**config.mk**
```make
export PLATFORM = sky130hd
export DESIGN_NAME = alsu_core
export DESIGN_NICKNAME = d
export VERILOG_FILES = /design/src/rtl/alsu_pkg.sv /design/src/rtl/alsu_arith.sv /design/src/rtl/alsu_logic.sv /design/src/rtl/alsu_serial.sv /design/src/rtl/alsu_core.sv
export SDC_FILE = /design/constraint.sdc
export NUM_CORES = 1
export LEC_CHECK = 0
export BUFFER_PORTS_ARGS = -buffer_cell sky130_fd_sc_hd__buf_4
export CAP_MARGIN = 25
export CORE_MARGIN = 8
export CORE_UTILIZATION = 31
export DETAILED_ROUTE_END_ITERATION = 16
export GPL_ROUTABILITY_DRIVEN = 0
export SYNTH_ARGS = -nofsm -noshare
export SYNTH_HDL_FRONTEND = slang
export SYNTH_HIERARCHICAL = 1
export SYNTH_SLANG_ARGS = --single-unit
```
**constraint.sdc**
```tcl
create_clock -name vclk -period 6.2
set_clock_uncertainty 0.1 [all_clocks]
set_input_delay 0 -clock vclk [all_inputs]
set_output_delay 0 -clock vclk [all_outputs]
set_load 0.01 [all_outputs]
```
**src/rtl/alsu_pkg.sv**
```systemverilog
package alsu_pkg;

    typedef enum logic [1:0] {
        STG_ARITH = 2'b00,
        STG_LOGIC = 2'b01,
        STG_SHR   = 2'b10,
        STG_SHL   = 2'b11
    } stage_e;

    typedef enum logic [1:0] {
        SHT_LOGICAL = 2'b00,
        SHT_ROTATE  = 2'b01,
        SHT_ARITH   = 2'b10,
        SHT_SPARE   = 2'b11
    } shtype_e;

    typedef enum logic [1:0] {
        XSEL_B    = 2'b00,
        XSEL_NOTB = 2'b01,
        XSEL_ZERO = 2'b10,
        XSEL_ONES = 2'b11
    } xsel_e;

    typedef enum logic [1:0] {
        LOP_AND  = 2'b00,
        LOP_OR   = 2'b01,
        LOP_XOR  = 2'b10,
        LOP_NOTA = 2'b11
    } lop_e;

endpackage

```
**src/rtl/alsu_arith.sv**
```systemverilog
module alsu_arith
    import alsu_pkg::*;
#(
    parameter int W = 16
) (
    input  logic [W-1:0] a_i,
    input  logic [W-1:0] b_i,
    input  logic         cin_i,
    input  logic [1:0]   xsel_i,
    output logic [W-1:0] sum_o,
    output logic         cout_o
);

    logic [W-1:0] x_side;
    logic [W:0]   carry;

    always_comb begin
        unique case (xsel_e'(xsel_i))
            XSEL_B:    x_side = b_i;
            XSEL_NOTB: x_side = ~b_i;
            XSEL_ZERO: x_side = '0;
            XSEL_ONES: x_side = '1;
            default:   x_side = '0;
        endcase
    end

    assign carry[0] = cin_i;

    for (genvar i = 0; i < W; i++) begin : g_fa
        logic half;
        assign half       = a_i[i] ^ x_side[i];
        assign sum_o[i]   = half ^ carry[i];
        assign carry[i+1] = (a_i[i] & x_side[i]) | (carry[i] & half);
    end

    assign cout_o = carry[W];

    always_comb begin
        if (xsel_e'(xsel_i) == XSEL_ZERO && !cin_i)
            AST_TRANSFER_NO_CARRY: assert (cout_o == 1'b0) else $error("transfer produced carry");
    end

endmodule

```
**src/rtl/alsu_logic.sv**
```systemverilog
module alsu_logic
    import alsu_pkg::*;
#(
    parameter int W = 16
) (
    input  logic [W-1:0] a_i,
    input  logic [W-1:0] b_i,
    input  logic [1:0]   lop_i,
    output logic [W-1:0] res_o
);

    for (genvar i = 0; i < W; i++) begin : g_bit
        always_comb begin
            unique case (lop_e'(lop_i))
                LOP_AND:  res_o[i] = a_i[i] & b_i[i];
                LOP_OR:   res_o[i] = a_i[i] | b_i[i];
                LOP_XOR:  res_o[i] = a_i[i] ^ b_i[i];
                LOP_NOTA: res_o[i] = ~a_i[i];
                default:  res_o[i] = 1'b0;
            endcase
        end
    end

endmodule

```
**src/rtl/alsu_serial.sv**
```systemverilog
module alsu_serial
    import alsu_pkg::*;
(
    input  logic       a_msb_i,
    input  logic       a_lsb_i,
    input  logic [1:0] shtype_i,
    output logic       fill_top_o,
    output logic       fill_bot_o
);

    always_comb begin
        unique case (shtype_e'(shtype_i))
            SHT_ROTATE: begin
                fill_top_o = a_lsb_i;
                fill_bot_o = a_msb_i;
            end
            SHT_ARITH: begin
                fill_top_o = a_msb_i;
                fill_bot_o = 1'b0;
            end
            default: begin
                fill_top_o = 1'b0;
                fill_bot_o = 1'b0;
            end
        endcase
    end

endmodule

```
**src/rtl/alsu_core.sv**
```systemverilog
module alsu_core
    import alsu_pkg::*;
#(
    parameter int W = 16
) (
    input  logic [W-1:0] a_i,
    input  logic [W-1:0] b_i,
    input  logic         cin_i,
    input  logic [3:0]   sel_i,
    input  logic [1:0]   shtype_i,
    output logic [W-1:0] res_o,
    output logic         cout_o,
    output logic         vshl_o
);

    localparam int MSB = W - 1;

    stage_e       stage;
    logic [W-1:0] arith_res;
    logic         arith_cout;
    logic [W-1:0] logic_res;
    logic         fill_top;
    logic         fill_bot;

    assign stage = stage_e'(sel_i[3:2]);

    alsu_arith #(.W(W)) u_arith (
        .a_i    (a_i),
        .b_i    (b_i),
        .cin_i  (cin_i),
        .xsel_i (sel_i[1:0]),
        .sum_o  (arith_res),
        .cout_o (arith_cout)
    );

    alsu_logic #(.W(W)) u_logic (
        .a_i   (a_i),
        .b_i   (b_i),
        .lop_i (sel_i[1:0]),
        .res_o (logic_res)
    );

    alsu_serial u_serial (
        .a_msb_i    (a_i[MSB]),
        .a_lsb_i    (a_i[0]),
        .shtype_i   (shtype_i),
        .fill_top_o (fill_top),
        .fill_bot_o (fill_bot)
    );

    for (genvar i = 0; i < W; i++) begin : g_slice
        logic from_left;
        logic from_right;
        if (i == MSB) begin : g_top
            assign from_left = fill_top;
        end else begin : g_mid_l
            assign from_left = a_i[i+1];
        end
        if (i == 0) begin : g_bot
            assign from_right = fill_bot;
        end else begin : g_mid_r
            assign from_right = a_i[i-1];
        end
        always_comb begin
            unique case (stage)
                STG_ARITH: res_o[i] = arith_res[i];
                STG_LOGIC: res_o[i] = logic_res[i];
                STG_SHR:   res_o[i] = from_left;
                STG_SHL:   res_o[i] = from_right;
                default:   res_o[i] = 1'b0;
            endcase
        end
    end

    always_comb begin
        cout_o = (stage == STG_ARITH) ? arith_cout : 1'b0;
        vshl_o = (stage == STG_SHL && shtype_e'(shtype_i) == SHT_ARITH)
                 ? (a_i[MSB] ^ a_i[MSB-1]) : 1'b0;
    end

    always_comb begin
        if (stage != STG_ARITH)
            AST_COUT_IDLE: assert (cout_o == 1'b0) else $error("carry outside arith");
        if (stage != STG_SHL)
            AST_VSHL_IDLE: assert (vshl_o == 1'b0) else $error("overflow outside shl");
        if (stage == STG_SHR && shtype_e'(shtype_i) == SHT_ARITH)
            AST_SHR_SIGN_KEPT: assert (res_o[MSB] == a_i[MSB]) else $error("sign lost");
        if (stage == STG_SHL && shtype_e'(shtype_i) != SHT_ROTATE)
            AST_SHL_ZERO_FILL: assert (res_o[0] == 1'b0) else $error("lsb not zero");
        if ((stage == STG_SHL || stage == STG_SHR) && shtype_e'(shtype_i) == SHT_ROTATE)
            AST_ROTATE_KEEPS_ONES: assert ($countones(res_o) == $countones(a_i)) else $error("rotate lost bit");
        if (stage == STG_LOGIC && lop_e'(sel_i[1:0]) == LOP_NOTA)
            AST_LOGIC_COMPLEMENT: assert (res_o == ~a_i) else $error("complement wrong");
    end

endmodule

```
==> impl_metrics.json <==
{
  "fin_total_pwr_uw": 240,
  "antenna_cells": 0,
  "synth_sequential_area_ratio": 0,
  "grt_pass1_wl_mm": 8.10,
  "floorplan.core_area_um2": 7140,
  "multiInputGateArea_um2": 1860,
  "irDropWorstVdd_uv": 25.8,
  "synthesis.area_um2": 2240,
  "clock.fmax_mhz": 150,
  "number_of_antenna_violations_at_the_first_check_in_global_routing": 0,
  "synthAdderAreaFrac": 0.333,
  "dpl.cell_count": 366,
  "synth_xor_xnor_area_share": 0.0665,
  "timing.final.ws_setup_ns": -0.480,
  "drt-total-wl_mm": 4.72,
  "grt_max_degree": 30,
  "worst_pin_slew_ns": 0.478,
  "synth_top_cells_by_area": "sky130_fd_sc_hd__ha_1 19%, sky130_fd_sc_hd__mux4_1 19%, sky130_fd_sc_hd__mux4_2 16%",
  "std_cell_rows": 31,
  "hold_start": "shtype_i[0]",
  "route.detailed.wl_per_inst_um": 12.9,
  "input_output_buffers": 57,
  "largest_family_of_logic_cells_by_synthesized_area": "multiplexers",
  "hold_buffers": 0,
  "post_synth_top_area_share": 0.190,
  "design_area_um2": 2800,
  "route.vias.total": 1607,
  "final_layout_size_suffix_gt1_frac": 0.399,
  "timing_worst_setup_path_type": "in2out",
  "placed_area_um2": 2750,
  "worst_setup_path_end_kind": "output port",
  "preCtsSetupSlack_ns": -0.663,
  "worstHoldPathCells": 4,
  "critical_path_arrival_ns": 6.58,
  "worst_hold_path_type": "in2out",
  "floorplan.die.width_um": 101,
  "grtUsageTotal": 0.0948,
  "die-height_um": 101,
  "layout_worst_path_cycle_share": 1.08,
  "drt_iter0_drc": 45,
  "final_setup_violation_count": 2,
  "post_layout_nonfiller_instances": 367,
  "count_of_sequential_standard_cells": 0,
  "drt_pass1_iterations": 4,
  "power_leakage_uw": 0.00144,
  "seqCellArea_um2": 0,
  "area_growth_pct": 25.0,
  "worst_slew_margin_rel": 0.682,
  "first_global_vias": 1742,
  "run_status": "complete, but fails checks",
  "post_synth_mux_area_share": 0.349,
  "syn_nets": 303,
  "yosys_warnings": 6,
  "crit_path_max_fanout": 2,
  "post-synth-top-count-cell": "sky130_fd_sc_hd__inv_1",
  "post-route-util": 0.392,
  "number_of_nets_in_the_layout": 359,
  "grt_remaining_overflow": 0,
  "design.portCount": 57,
  "netlist_top_cells_count": "82 x sky130_fd_sc_hd__inv_1, 34 x sky130_fd_sc_hd__ha_1, 17 x sky130_fd_sc_hd__xnor2_1",
  "finalHoldViolations": 0,
  "yosysTopAreaCell": "sky130_fd_sc_hd__ha_1",
  "vias_per_cell": 4.38,
  "cp_data_required_time_ns": 6.10,
  "failed_checks": "setup timing",
  "worstHoldEndpoint": "vshl_o",
  "drc": 0,
  "syn-mean-instance-area_um2": 10.5,
  "max-cap-violations": 0,
  "final-max-slew-violation-count": 0,
  "cp-start-kind": "primary input",
  "n_fill_cell": 717,
  "p_per_area_nw_per_um2": 85.8,
  "yosys.area_share.simple": 0.0604,
  "layout_min_cycle_time_ns": 6.68,
  "floorplan.initialDensity": 0.314,
  "netlist-cell-type-count": 18,
  "synth-compound-area-share": 0.00335,
  "antenna_violating_nets_post_route": 0,
  "grt_setup_unrepaired": "true",
  "count_of_clock_net_buffers_in_the_final_layout": 0,
  "die-area_um2": 10200,
  "netlist_instances": 214,
  "dp_hpwl_mm": 4.02
}
==> per-stage QoR <==
stage               setup TNS, ns  hold slack [ns]
global placement           -0.954            0.265
finish                     -0.703            0.267
global route                -1.15            0.302
floorplan                  -0.203           0.0226
detailed placement          -1.15            0.268
CTS                        -0.765            0.271
==> report_power, final <==
group	total, uW	leakage [uW]	internal, uW	switching [uW]
Combinational	240	0.00144	137	103
Sequential	0	0	0	0
Clock	0	0	0	0
==> placed cells by master, fill, tap and decap left out, types with 2 or more instances in the layout <==
cell and instances:
sky130_fd_sc_hd__nor2_1 2, sky130_fd_sc_hd__ha_1 34, sky130_fd_sc_hd__nand2b_1 2, sky130_fd_sc_hd__mux4_1 13, sky130_fd_sc_hd__nor2b_1 11, sky130_fd_sc_hd__mux4_2 19, sky130_fd_sc_hd__xnor2_1 16, sky130_fd_sc_hd__fa_2 15
sky130_fd_sc_hd__inv_2 5, sky130_fd_sc_hd__buf_4 60, sky130_fd_sc_hd__and2b_1 3, sky130_fd_sc_hd__buf_6 4, sky130_fd_sc_hd__inv_1 77
==> logic make-up (layout without fill, tap and decap cells) <==
family                   after synthesis  count (layout)
buffers and inverters                 93             147
AO/OA/AOI/OAI                          1               1
multiplexers                          32              32
adder cells (fa/ha/maj)               50              50
AND/OR/NAND/NOR                       21              21
XOR/XNOR                              17              17
==> how the worst max path moves through the flow <==
stage	slack [ns]	cells past startpoint	to	start
3_5_place_dp	-0.66	24	res_o[15]	sel_i[1]
4_1_cts	-0.56	24	res_o[15]	sel_i[1]
3_3_place_gp	-0.59	24	res_o[15]	sel_i[1]
6_report	-0.48	24	res_o[15]	sel_i[1]
5_1_grt	-0.66	24	res_o[15]	sel_i[1]
2_1_floorplan	-0.20	22	res_o[15]	sel_i[1]
==> routing by layer <==
layer	up-vias	wire length [um]	track usage
met5	-	0	0
met4	0	36	0.00458
met3	2	189	0.00898
met2	29	2530	0.180
met1	784	1960	0.117
li1	792	-	-
==> cell type report <==
class,instances,area share
Multi-Input combinational cell,121,0.663
Tap cell,99,0.0443
Inverter,82,0.110
Timing Repair Buffer,65,0.182
==> timing repair <==
| action | CTS | global route |
|---|---|---|
| endpoints found under the setup margin | 4 | 4 |
| gates resized for setup | 6 | 13 |
| pin swaps | 0 | 0 |
| buffers inserted | 0 | 1 |
| endpoints found under the hold margin | 0 | 0 |
==> worst max-delay path: stages <==
cell and delay [ns]:
sky130_fd_sc_hd__buf_8 0.07, sky130_fd_sc_hd__and2b_1 0.19, sky130_fd_sc_hd__xnor2_2 0.14, sky130_fd_sc_hd__fa_2 0.34, sky130_fd_sc_hd__inv_2 0.06, sky130_fd_sc_hd__fa_2 0.18
sky130_fd_sc_hd__inv_2 0.04, sky130_fd_sc_hd__fa_2 0.33, sky130_fd_sc_hd__fa_2 0.35, sky130_fd_sc_hd__fa_2 0.35, sky130_fd_sc_hd__fa_2 0.34, sky130_fd_sc_hd__fa_2 0.34
sky130_fd_sc_hd__fa_2 0.35, sky130_fd_sc_hd__fa_2 0.34, sky130_fd_sc_hd__fa_2 0.34, sky130_fd_sc_hd__fa_2 0.35, sky130_fd_sc_hd__fa_2 0.35, sky130_fd_sc_hd__fa_2 0.34
sky130_fd_sc_hd__fa_2 0.35, sky130_fd_sc_hd__fa_2 0.34, sky130_fd_sc_hd__inv_2 0.06, sky130_fd_sc_hd__fa_1 0.40, sky130_fd_sc_hd__mux4_2 0.47, sky130_fd_sc_hd__buf_6 0.14
(Power assumes the default switching activity.)
